[config.mk]
export PLATFORM = sky130hd
export DESIGN_NAME = sonet_deser_frame
export DESIGN_NICKNAME = d
export VERILOG_FILES = /design/src/rtl/sdes_pkg.sv /design/src/rtl/sdes_rst_filter.sv /design/src/rtl/sdes_frame_detect.sv /design/src/rtl/sdes_word_pack.sv /design/src/rtl/sonet_deser_frame.sv
export SDC_FILE = /design/constraint.sdc
export NUM_CORES = 1
export LEC_CHECK = 0
export ABC_AREA = 1
export BUFFER_PORTS_ARGS = -buffer_cell sky130_fd_sc_hd__buf_2
export CORE_UTILIZATION = 55
export CTS_CLUSTER_SIZE = 12
export DETAILED_ROUTE_END_ITERATION = 8
export HOLD_SLACK_MARGIN = 0.06
export PLACE_DENSITY = 0.78
export SETUP_SLACK_MARGIN = 0.05
export SYNTH_ARGS = -nofsm -noshare
export SYNTH_HDL_FRONTEND = slang
export SYNTH_SLANG_ARGS = --single-unit
[constraint.sdc]
create_clock -name clk -period 3.7 [get_ports clk]
set_clock_uncertainty 0.15 [all_clocks]
set_input_delay 0.185 -clock clk [delete_from_list [all_inputs] [get_ports clk]]
set_output_delay 0.185 -clock clk [all_outputs]
set_load 0.02 [all_outputs]
[src/rtl/sdes_pkg.sv]
package sdes_pkg;

  // Framing marker bytes: the last A1 byte is followed directly by the first A2 byte.
  localparam logic [7:0] SDES_A1 = 8'hF6;
  localparam logic [7:0] SDES_A2 = 8'h28;

  // Parity fill bit: ones_odd is the XOR of the covered bits.
  // even_sel = 1 makes the total even, 0 makes it odd.
  function automatic logic fill_bit(input logic ones_odd, input logic even_sel);
    return ones_odd ^ ~even_sel;
  endfunction

endpackage

[src/rtl/sdes_rst_filter.sv]
module sdes_rst_filter #(
  parameter int RST_HOLD = 16
) (
  input  logic clk,
  input  logic rst_req,
  output logic clr
);

  // History of the last RST_HOLD samples; clear only when all of them are high.
  logic [RST_HOLD-1:0] hist;

  always_ff @(posedge clk) begin
    hist <= {hist[RST_HOLD-2:0], rst_req};
  end

  assign clr = &hist;

endmodule

[src/rtl/sdes_frame_detect.sv]
module sdes_frame_detect #(
  parameter logic [7:0] MARK_A1 = 8'hF6,
  parameter logic [7:0] MARK_A2 = 8'h28
) (
  input  logic clk,
  input  logic clr,
  input  logic din,
  input  logic frame_hold,
  output logic realign
);

  localparam int MW = 16;

  logic [MW-2:0] hist;
  logic          hit;

  always_ff @(posedge clk) begin
    if (clr) hist <= '0;
    else     hist <= {hist[MW-3:0], din};
  end

  // The match includes the bit being sampled now, so the phase restarts on this same edge.
  assign hit     = ({hist, din} == {MARK_A1, MARK_A2});
  assign realign = hit && !frame_hold;

endmodule

[src/rtl/sdes_word_pack.sv]
module sdes_word_pack #(
  parameter int WORD_W = 32
) (
  input  logic              clk,
  input  logic              clr,
  input  logic              din,
  input  logic              realign,
  output logic              strobe,
  output logic [WORD_W-1:0] word_nxt
);

  localparam int CW = $clog2(WORD_W);

  logic [CW-1:0]     cnt;
  logic [WORD_W-2:0] sr;

  always_ff @(posedge clk) begin
    if (clr) begin
      cnt <= '0;
      sr  <= '0;
    end else begin
      sr <= {sr[WORD_W-3:0], din};
      if (strobe || realign) cnt <= '0;
      else                   cnt <= cnt + 1'b1;
    end
  end

  assign strobe   = (cnt == CW'(WORD_W - 1));
  assign word_nxt = {sr, din};

endmodule

[src/rtl/sonet_deser_frame.sv]
module sonet_deser_frame import sdes_pkg::*; #(
  parameter int         WORD_W    = 32,
  parameter int         RST_HOLD  = 16,
  parameter int         SYNC_WORD = 3,
  parameter logic [7:0] MARK_A1   = SDES_A1,
  parameter logic [7:0] MARK_A2   = SDES_A2
) (
  input  logic              clk,
  input  logic              rst_req,
  input  logic              ser_in,
  input  logic              frame_hold,
  input  logic              even_par_sel,
  output logic [WORD_W-1:0] word_out,
  output logic              word_vld,
  output logic              sync_out,
  output logic              parity_out
);

  localparam int SW = $clog2(SYNC_WORD + 1);
  localparam int GW = $clog2(2 * WORD_W) + 1;
  localparam int IW = $clog2(3 * WORD_W + 2) + 1;

  logic              clr;
  logic              realign;
  logic              strobe;
  logic              sync_fire;
  logic [WORD_W-1:0] word_nxt;
  logic [SW-1:0]     sync_left;

  sdes_rst_filter #(.RST_HOLD(RST_HOLD)) u_rst (
    .clk     (clk),
    .rst_req (rst_req),
    .clr     (clr)
  );

  sdes_frame_detect #(.MARK_A1(MARK_A1), .MARK_A2(MARK_A2)) u_det (
    .clk        (clk),
    .clr        (clr),
    .din        (ser_in),
    .frame_hold (frame_hold),
    .realign    (realign)
  );

  sdes_word_pack #(.WORD_W(WORD_W)) u_pack (
    .clk      (clk),
    .clr      (clr),
    .din      (ser_in),
    .realign  (realign),
    .strobe   (strobe),
    .word_nxt (word_nxt)
  );

  assign sync_fire = strobe && (sync_left == SW'(1));

  always_ff @(posedge clk) begin
    if (clr) begin
      word_out   <= '0;
      word_vld   <= 1'b0;
      sync_out   <= 1'b0;
      parity_out <= 1'b0;
      sync_left  <= '0;
    end else begin
      word_vld <= strobe;
      if (strobe) begin
        word_out   <= word_nxt;
        sync_out   <= sync_fire;
        parity_out <= fill_bit(^{word_nxt, sync_fire}, even_par_sel);
      end
      if (realign)                           sync_left <= SW'(SYNC_WORD);
      else if (strobe && sync_left != '0)    sync_left <= sync_left - 1'b1;
    end
  end

  // Checker state: cycles since the last strobe, and how long hold has been high.
  logic [GW-1:0] gap_cnt;
  logic          seen_vld;
  logic [IW-1:0] hold_run;

  always_ff @(posedge clk) begin
    if (clr) begin
      gap_cnt  <= '0;
      seen_vld <= 1'b0;
      hold_run <= '0;
    end else begin
      if (word_vld)                          gap_cnt <= '0;
      else if (gap_cnt != GW'(2 * WORD_W))   gap_cnt <= gap_cnt + 1'b1;
      seen_vld <= seen_vld | word_vld;
      if (!frame_hold)                           hold_run <= '0;
      else if (hold_run != IW'(3 * WORD_W + 1))  hold_run <= hold_run + 1'b1;
    end
  end

  AST_VLD_PULSE: assert property (@(posedge clk) disable iff (rst_req || clr)
    word_vld |=> !word_vld);

  AST_WORD_HELD: assert property (@(posedge clk) disable iff (rst_req || clr)
    (!word_vld && !$past(clr)) |-> $stable(word_out));

  AST_SYNC_ON_WORD: assert property (@(posedge clk) disable iff (rst_req || clr)
    $rose(sync_out) |-> word_vld);

  AST_PARITY_FILL: assert property (@(posedge clk) disable iff (rst_req || clr)
    word_vld |-> ((^{word_out, sync_out, parity_out}) == !$past(even_par_sel)));

  AST_GAP_RANGE: assert property (@(posedge clk) disable iff (rst_req || clr)
    (word_vld && seen_vld) |-> (gap_cnt >= GW'(WORD_W - 1) && gap_cnt <= GW'(2 * WORD_W - 2)));

  AST_HOLD_QUIET: assert property (@(posedge clk) disable iff (rst_req || clr)
    $rose(sync_out) |-> (hold_run <= IW'(3 * WORD_W)));

endmodule

==> results of run 1 <==
## power breakdown
part / total (mW) / switching, mW / internal (mW)
logic: 0.460 / 0.290 / 0.170
clock network: 0.739 / 0.324 / 0.415
registers: 1.19 / 0.0784 / 1.11
total: 2.39 / 0.693 / 1.70
## Yosys cell counts, types with 2 or more instances
master / number
a21oi_1: 2
buf_2: 3
clkbuf_1: 6
dfxtp_1: 89
ha_1: 4
inv_1: 46
nand2_1: 145
nand3_1: 11
nand4_1: 5
nor2_1: 45
nor3_1: 2
o21ai_0: 33
xnor2_1: 5
xor2_1: 5
## sequential cells by signal, indices dropped and copies added, names as in the netlist
name	cells
u_pack.cnt	5
word_vld	1
u_det.hist	14
parity_out	1
sync_left	2
sync_out	1
u_pack.sr	17
word_out	32
u_rst.hist	16
## through the flow
stage / std cells / hold slack, ps / utilization (%) / power [mW]
after floorplan: 405 / 62.7 / - / 1.52
after global placement: 508 / 137 / 61.7 / 1.65
after detailed placement: 508 / 140 / 61.7 / 1.67
after CTS: 527 / 203 / 66.4 / 2.41
after global routing: 527 / 204 / 66.4 / 2.51
final: 527 / 204 / 66.4 / 2.39
## cell type report
| cell class | count | area share (%) |
|---|---|---|
| clock buffers | 11 | 4.14 |
| clock inverters | 5 | 2.12 |
| multi-input cells | 260 | 31.3 |
| well taps | 72 | 2.46 |
| inverters | 47 | 4.83 |
| repair buffers | 43 | 6.37 |
| flip-flops and latches | 89 | 48.8 |
## metal layers
metal,part of all wire (%),up-vias,GRT usage [%]
li1,-,1324,-
met1,48,1141,23.6
met2,48,32,36.4
met3,3.1,6,3.88
met4,1.1,0,11.3
met5,0,-,0
## cell families after synthesis
group	Yosys count	synth area share, %
buffers and inverters	56	6.81
adders and majority gates	4	1.59
DFF	89	56.7
and+or+nand+nor	210	26.2
xor gates and xnor gates	10	2.79
AOI/OAI and AO/OA	36	5.86
## worst register-to-register path: stages, from the launching register on
cell and delay [ps]:
dfxtp_1 330, ha_1 210, nand2_1 70, nor2_1 40, ha_1 210, nand2_1 700, inv_1 200, a22o_1 250
## worst min-delay path by stage
stage,endpoint,slack (ps),depth (start not counted)
3_3_place_gp,u_rst.hist[0]$_DFF_P_,140,1
2_1_floorplan,u_rst.hist[0]$_DFF_P_,60,0
6_report,u_rst.hist[15]$_DFF_P_,200,0
4_1_cts,u_rst.hist[15]$_DFF_P_,200,0
3_5_place_dp,u_rst.hist[0]$_DFF_P_,140,1
5_1_grt,u_rst.hist[8]$_DFF_P_,200,0
## repair_timing
action | 4_1_cts | 5_1_grt
resized for setup | 0 | 0
endpoints found under the hold margin | 4 | 0
hold buffers | 3 | 0
buffers inserted | 0 | 0
==> flow_summary.json, run 1 <==
{
  "synth.top_cell.area_share_pct": 56.7,
  "grt_pass1_wl_mm": 9.60,
  "synth.distinct_cells": 18,
  "tightest_slew_ps": 926,
  "mostFrequentLayoutCells": "145 x nand2_1, 89 x dfxtp_1, 46 x inv_1",
  "power.density_mw_per_mm2": 653,
  "outcome": "finished clean",
  "drv_slew": 0,
  "hp-class": "reg2reg",
  "synth_edf_count": 0,
  "startpoint": "u_pack.cnt[0]$_SDFF_PP0_",
  "hp-start": "u_rst.hist[14]$_DFF_P_",
  "cp_slowest_cell": "nand2_1",
  "pin_count": 40,
  "n_antenna_cell": 0,
  "rr_worst_depth": 7,
  "vias": 2503,
  "synth-seq-cells": 89,
  "drive_gt1_share_pct": 12.7,
  "rsz0062_at_grt": "false",
  "path_class": "reg2reg",
  "finalWirelength_mm": 5.55,
  "cp-endpoint": "word_out[31]$_SDFFE_PP0P_",
  "num-fill-cells": 479,
  "antenna_found_initial": 0,
  "crit_family": "simple AND/OR/NAND/NOR gates",
  "grt_max_degree": 36,
  "crit_arrival_ps": 2340,
  "placed_cell_area_mm2": 0.00340,
  "rows": 27,
  "area_growth_pct": 16.4,
  "final_common_cell": "nand2_1",
  "regArea_mm2": 0.00178,
  "cts.sinks": 89,
  "slew_headroom_pct": 38.1,
  "dr.pass1.iters": 4,
  "irDropWorstVdd_uv": 390,
  "die_h_um": 77.6,
  "worstSetupEndpointType": "register",
  "cts_tree": "yes",
  "multi_input_area_mm2": 0.00114,
  "fin_crit_sh_pct": 60.7,
  "insertion_delay_ps": 350,
  "synthTopCellsByArea": "dfxtp_1 57%, nand2_1 17%, inv_1 5.5%, nor2_1 5.4%, o21ai_0 5.3%",
  "core_mm2": 0.00551,
  "ant_nets": 0,
  "cp_num_buf_inv": 1,
  "fmax_mhz": 445,
  "via_per_inst": 4.75,
  "synth_warnings": 0,
  "setup_ws_ps": 1450,
  "overflow": 0,
  "gp_congestion": 0.744,
  "numCtsBuffers": 9,
  "synth_top_flop_cell": "dfxtp_1",
  "syn-num-nets": 414,
  "wl_per_cell_um": 10.5,
  "placement.io_buffers": 39,
  "r2r_slack_ps": 1450,
  "r2r_start": "u_pack.cnt[0]$_SDFF_PP0_",
  "grt_pass1_vias": 2303,
  "fin_crit_ps": 2250,
  "crit_required_ps": 3790,
  "drtIter0Drc": 126,
  "synth_seq_area_share_pct": 56.7,
  "reg2reg_to": "word_out[31]$_SDFFE_PP0P_",
  "stdcell_area_mm2": 0.00365,
  "root_buffer": "clkbuf_8",
  "dp_slack_ps": 1430,
  "crit_fanout": 32,
  "htree_levels": 3,
  "finalSetupViolCount": 0,
  "cts_buffer_depth": 2,
  "netlist_instances": 405,
  "dp_hpwl_mm": 3.70,
  "max_stage_delay_ps": 700,
  "cap_violations": 0,
  "setup-tns-final_ps": 0,
  "nets": 459,
  "async_flop_share_pct": 0,
  "die-area_mm2": 0.00602,
  "p_leak_nw": 1.94,
  "yosys.area.top_type": "dfxtp_1",
  "path_cells": "ha_1, nand2_1, nor2_1, ha_1, nand2_1, inv_1, a22o_1",
  "path_depth": 7,
  "hold_violations": 0,
  "worstSetupStartpointType": "register",
  "drc": 0,
  "dieWidth_um": 77.6,
  "start_util_pct": 57.0,
  "synth.cell_area_mm2": 0.00314,
  "path_clk_slew_ps": 80,
  "syn_avg_cell_area_um2": 7.75,
  "gr-usage-all-layers_pct": 20.7
}
Note: power is estimated with default switching activity, not from simulation.
==> inputs of run 2 (changes only) <==
- CORE_UTILIZATION: 55 -> 51
- PLACE_DENSITY: 0.78 -> 0.76
- clock period: 3.7 -> 1.8 ns (I/O delays scaled with it)
==> flow_summary.json, run 2 (synthesized netlist as in run 1, its figures left out) <==
{
  "numCtsBuffers": 9,
  "grt_max_degree": 22,
  "regMostFlops": "word_out",
  "regArea_mm2": 0.00178,
  "wl_per_cell_um": 10.7,
  "p_leak_nw": 2.01,
  "grt_pass1_wl_mm": 9.78,
  "finalSetupViolCount": 1,
  "insertion_delay_ps": 350,
  "power.density_mw_per_mm2": 1240,
  "cts.sinks": 89,
  "gp_congestion": 0.786,
  "violations": "negative setup slack",
  "die-area_mm2": 0.00648,
  "fin_crit_sh_pct": 104,
  "crit_required_ps": 1900,
  "cp_num_buf_inv": 2,
  "cpMostUsedCell": "nand2_1",
  "overflow": 0,
  "drive_gt1_share_pct": 16.8,
  "hp-class": "reg2reg",
  "rsz0062_at_grt": "true",
  "cts_buffer_depth": 2,
  "root_buffer": "clkbuf_8",
  "finalWirelength_mm": 5.76,
  "hold_violations": 0,
  "cts_tree": "yes",
  "cp_slowest_cell": "dfxtp_2",
  "path_class": "reg2reg",
  "dp_hpwl_mm": 4.11,
  "dieWidth_um": 80.5,
  "largest_register_ffs": 32,
  "area_growth_pct": 20.0,
  "slew_headroom_pct": 79.5,
  "rows": 28,
  "die_h_um": 80.5,
  "final_common_cell": "nand2_1",
  "via_per_inst": 4.68,
  "core_mm2": 0.00592,
  "start_util_pct": 53.0,
  "htree_levels": 3,
  "path_cells": "ha_4, nand2_4, nor2_4, ha_4, nand2_4, xor2_2, inv_1, nand3_2, nand2_1, nand2_1, nand2_1, inv_1, nand3_1, nand3_1, nand2_1",
  "crit_family": "simple AND/OR/NAND/NOR gates",
  "ant_nets": 0,
  "setup_ws_ps": -63.6,
  "mostFrequentLayoutCells": "142 x nand2_1, 87 x dfxtp_1, 46 x inv_1",
  "antenna_found_initial": 0,
  "dr.pass1.iters": 4,
  "crit_arrival_ps": 1960,
  "pin_count": 40,
  "drtIter0Drc": 102,
  "vias": 2522,
  "max_stage_delay_ps": 360,
  "outcome": "complete, but fails checks",
  "fin_crit_ps": 1860,
  "worstSetupEndpointType": "register",
  "cap_violations": 0,
  "multi_input_area_mm2": 0.00122,
  "worstSetupStartpointType": "register",
  "crit_fanout": 2,
  "drc": 0,
  "drv_slew": 0,
  "grt_pass1_vias": 2391,
  "post-route-util_pct": 63.7,
  "n_antenna_cell": 0,
  "path_clk_slew_ps": 100,
  "fmax_mhz": 537,
  "placement.io_buffers": 39,
  "irDropWorstVdd_uv": 712,
  "dp_slack_ps": -93.3,
  "nets": 468,
  "top_regs": "word_out x32, u_pack.sr x17, u_rst.hist x16",
  "num-fill-cells": 511,
  "gr-usage-all-layers_pct": 19.5,
  "tightest_slew_ps": 305
}
==> run 2: cell types whose count changed in the layout (fill, tap and decap cells not counted), moves of 3 or more <==
cell and delta:
inv_6 +4, buf_4 +7, clkinv_4 +3, nand2_1 -3
==> run 2: cell type report <==
class	count	area share (%)
Sequential cell	89	47.3
Multi-Input combinational cell	260	32.3
Timing Repair Buffer	52	8.27
Inverter	47	4.68
Clock buffer	9	3.29
Tap cell	75	2.49
Clock inverter	7	1.63
==> run 2: where the power goes <==
| group | leakage [nW] | internal, mW | switching, mW |
|---|---|---|---|
| clock network | 0.0952 | 0.529 | 0.741 |
| registers | 0.750 | 2.28 | 0.167 |
| logic | 1.16 | 0.358 | 0.611 |
==> run 2: metal layers <==
layer	track usage (%)	share of wire, %
met3	3.52	3.2
met1	22.6	47
met4	9.82	1.7
met2	34.2	48
met5	0	0
==> run 2: path summary, 6_finish.rpt <==
kind                                                from                 endpoint  slack (ps)  cells past startpoint
worst max-delay path            u_pack.cnt[0]$_SDFF_PP0_  parity_out$_SDFFE_PP0P_         -60                     15
worst min-delay path               u_rst.hist[1]$_DFF_P_    u_rst.hist[2]$_DFF_P_         200                      0
worst min register to register     u_rst.hist[1]$_DFF_P_    u_rst.hist[2]$_DFF_P_         200                      0
worst max register to register  u_pack.cnt[0]$_SDFF_PP0_  parity_out$_SDFFE_PP0P_         -60                     15
==> run 2: stage by stage <==
step | instance area [um2] | hold slack, ps | setup TNS (ps) | cells | power, mW
global route | 3770 | 200 | -180 | 539 | 4.95
detailed placement | 3490 | 54.2 | -93.3 | 520 | 3.45
CTS | 3710 | 199 | -93.6 | 539 | 4.71
global placement | 3490 | 43.8 | -14.6 | 520 | 3.41
finish | 3770 | 195 | -63.6 | 539 | 4.69
floorplan | 3160 | -32.3 | 0 | 405 | 3.13
==> run 2: what timing repair did <==
action / 4_1_cts / 5_1_grt
buffers inserted: 0 / 0
pin swaps: 2 / 6
gates resized for setup: 1 / 12
setup endpoints to repair: 1 / 30
hold buffers: 3 / 0
hold endpoints to repair: 4 / 0
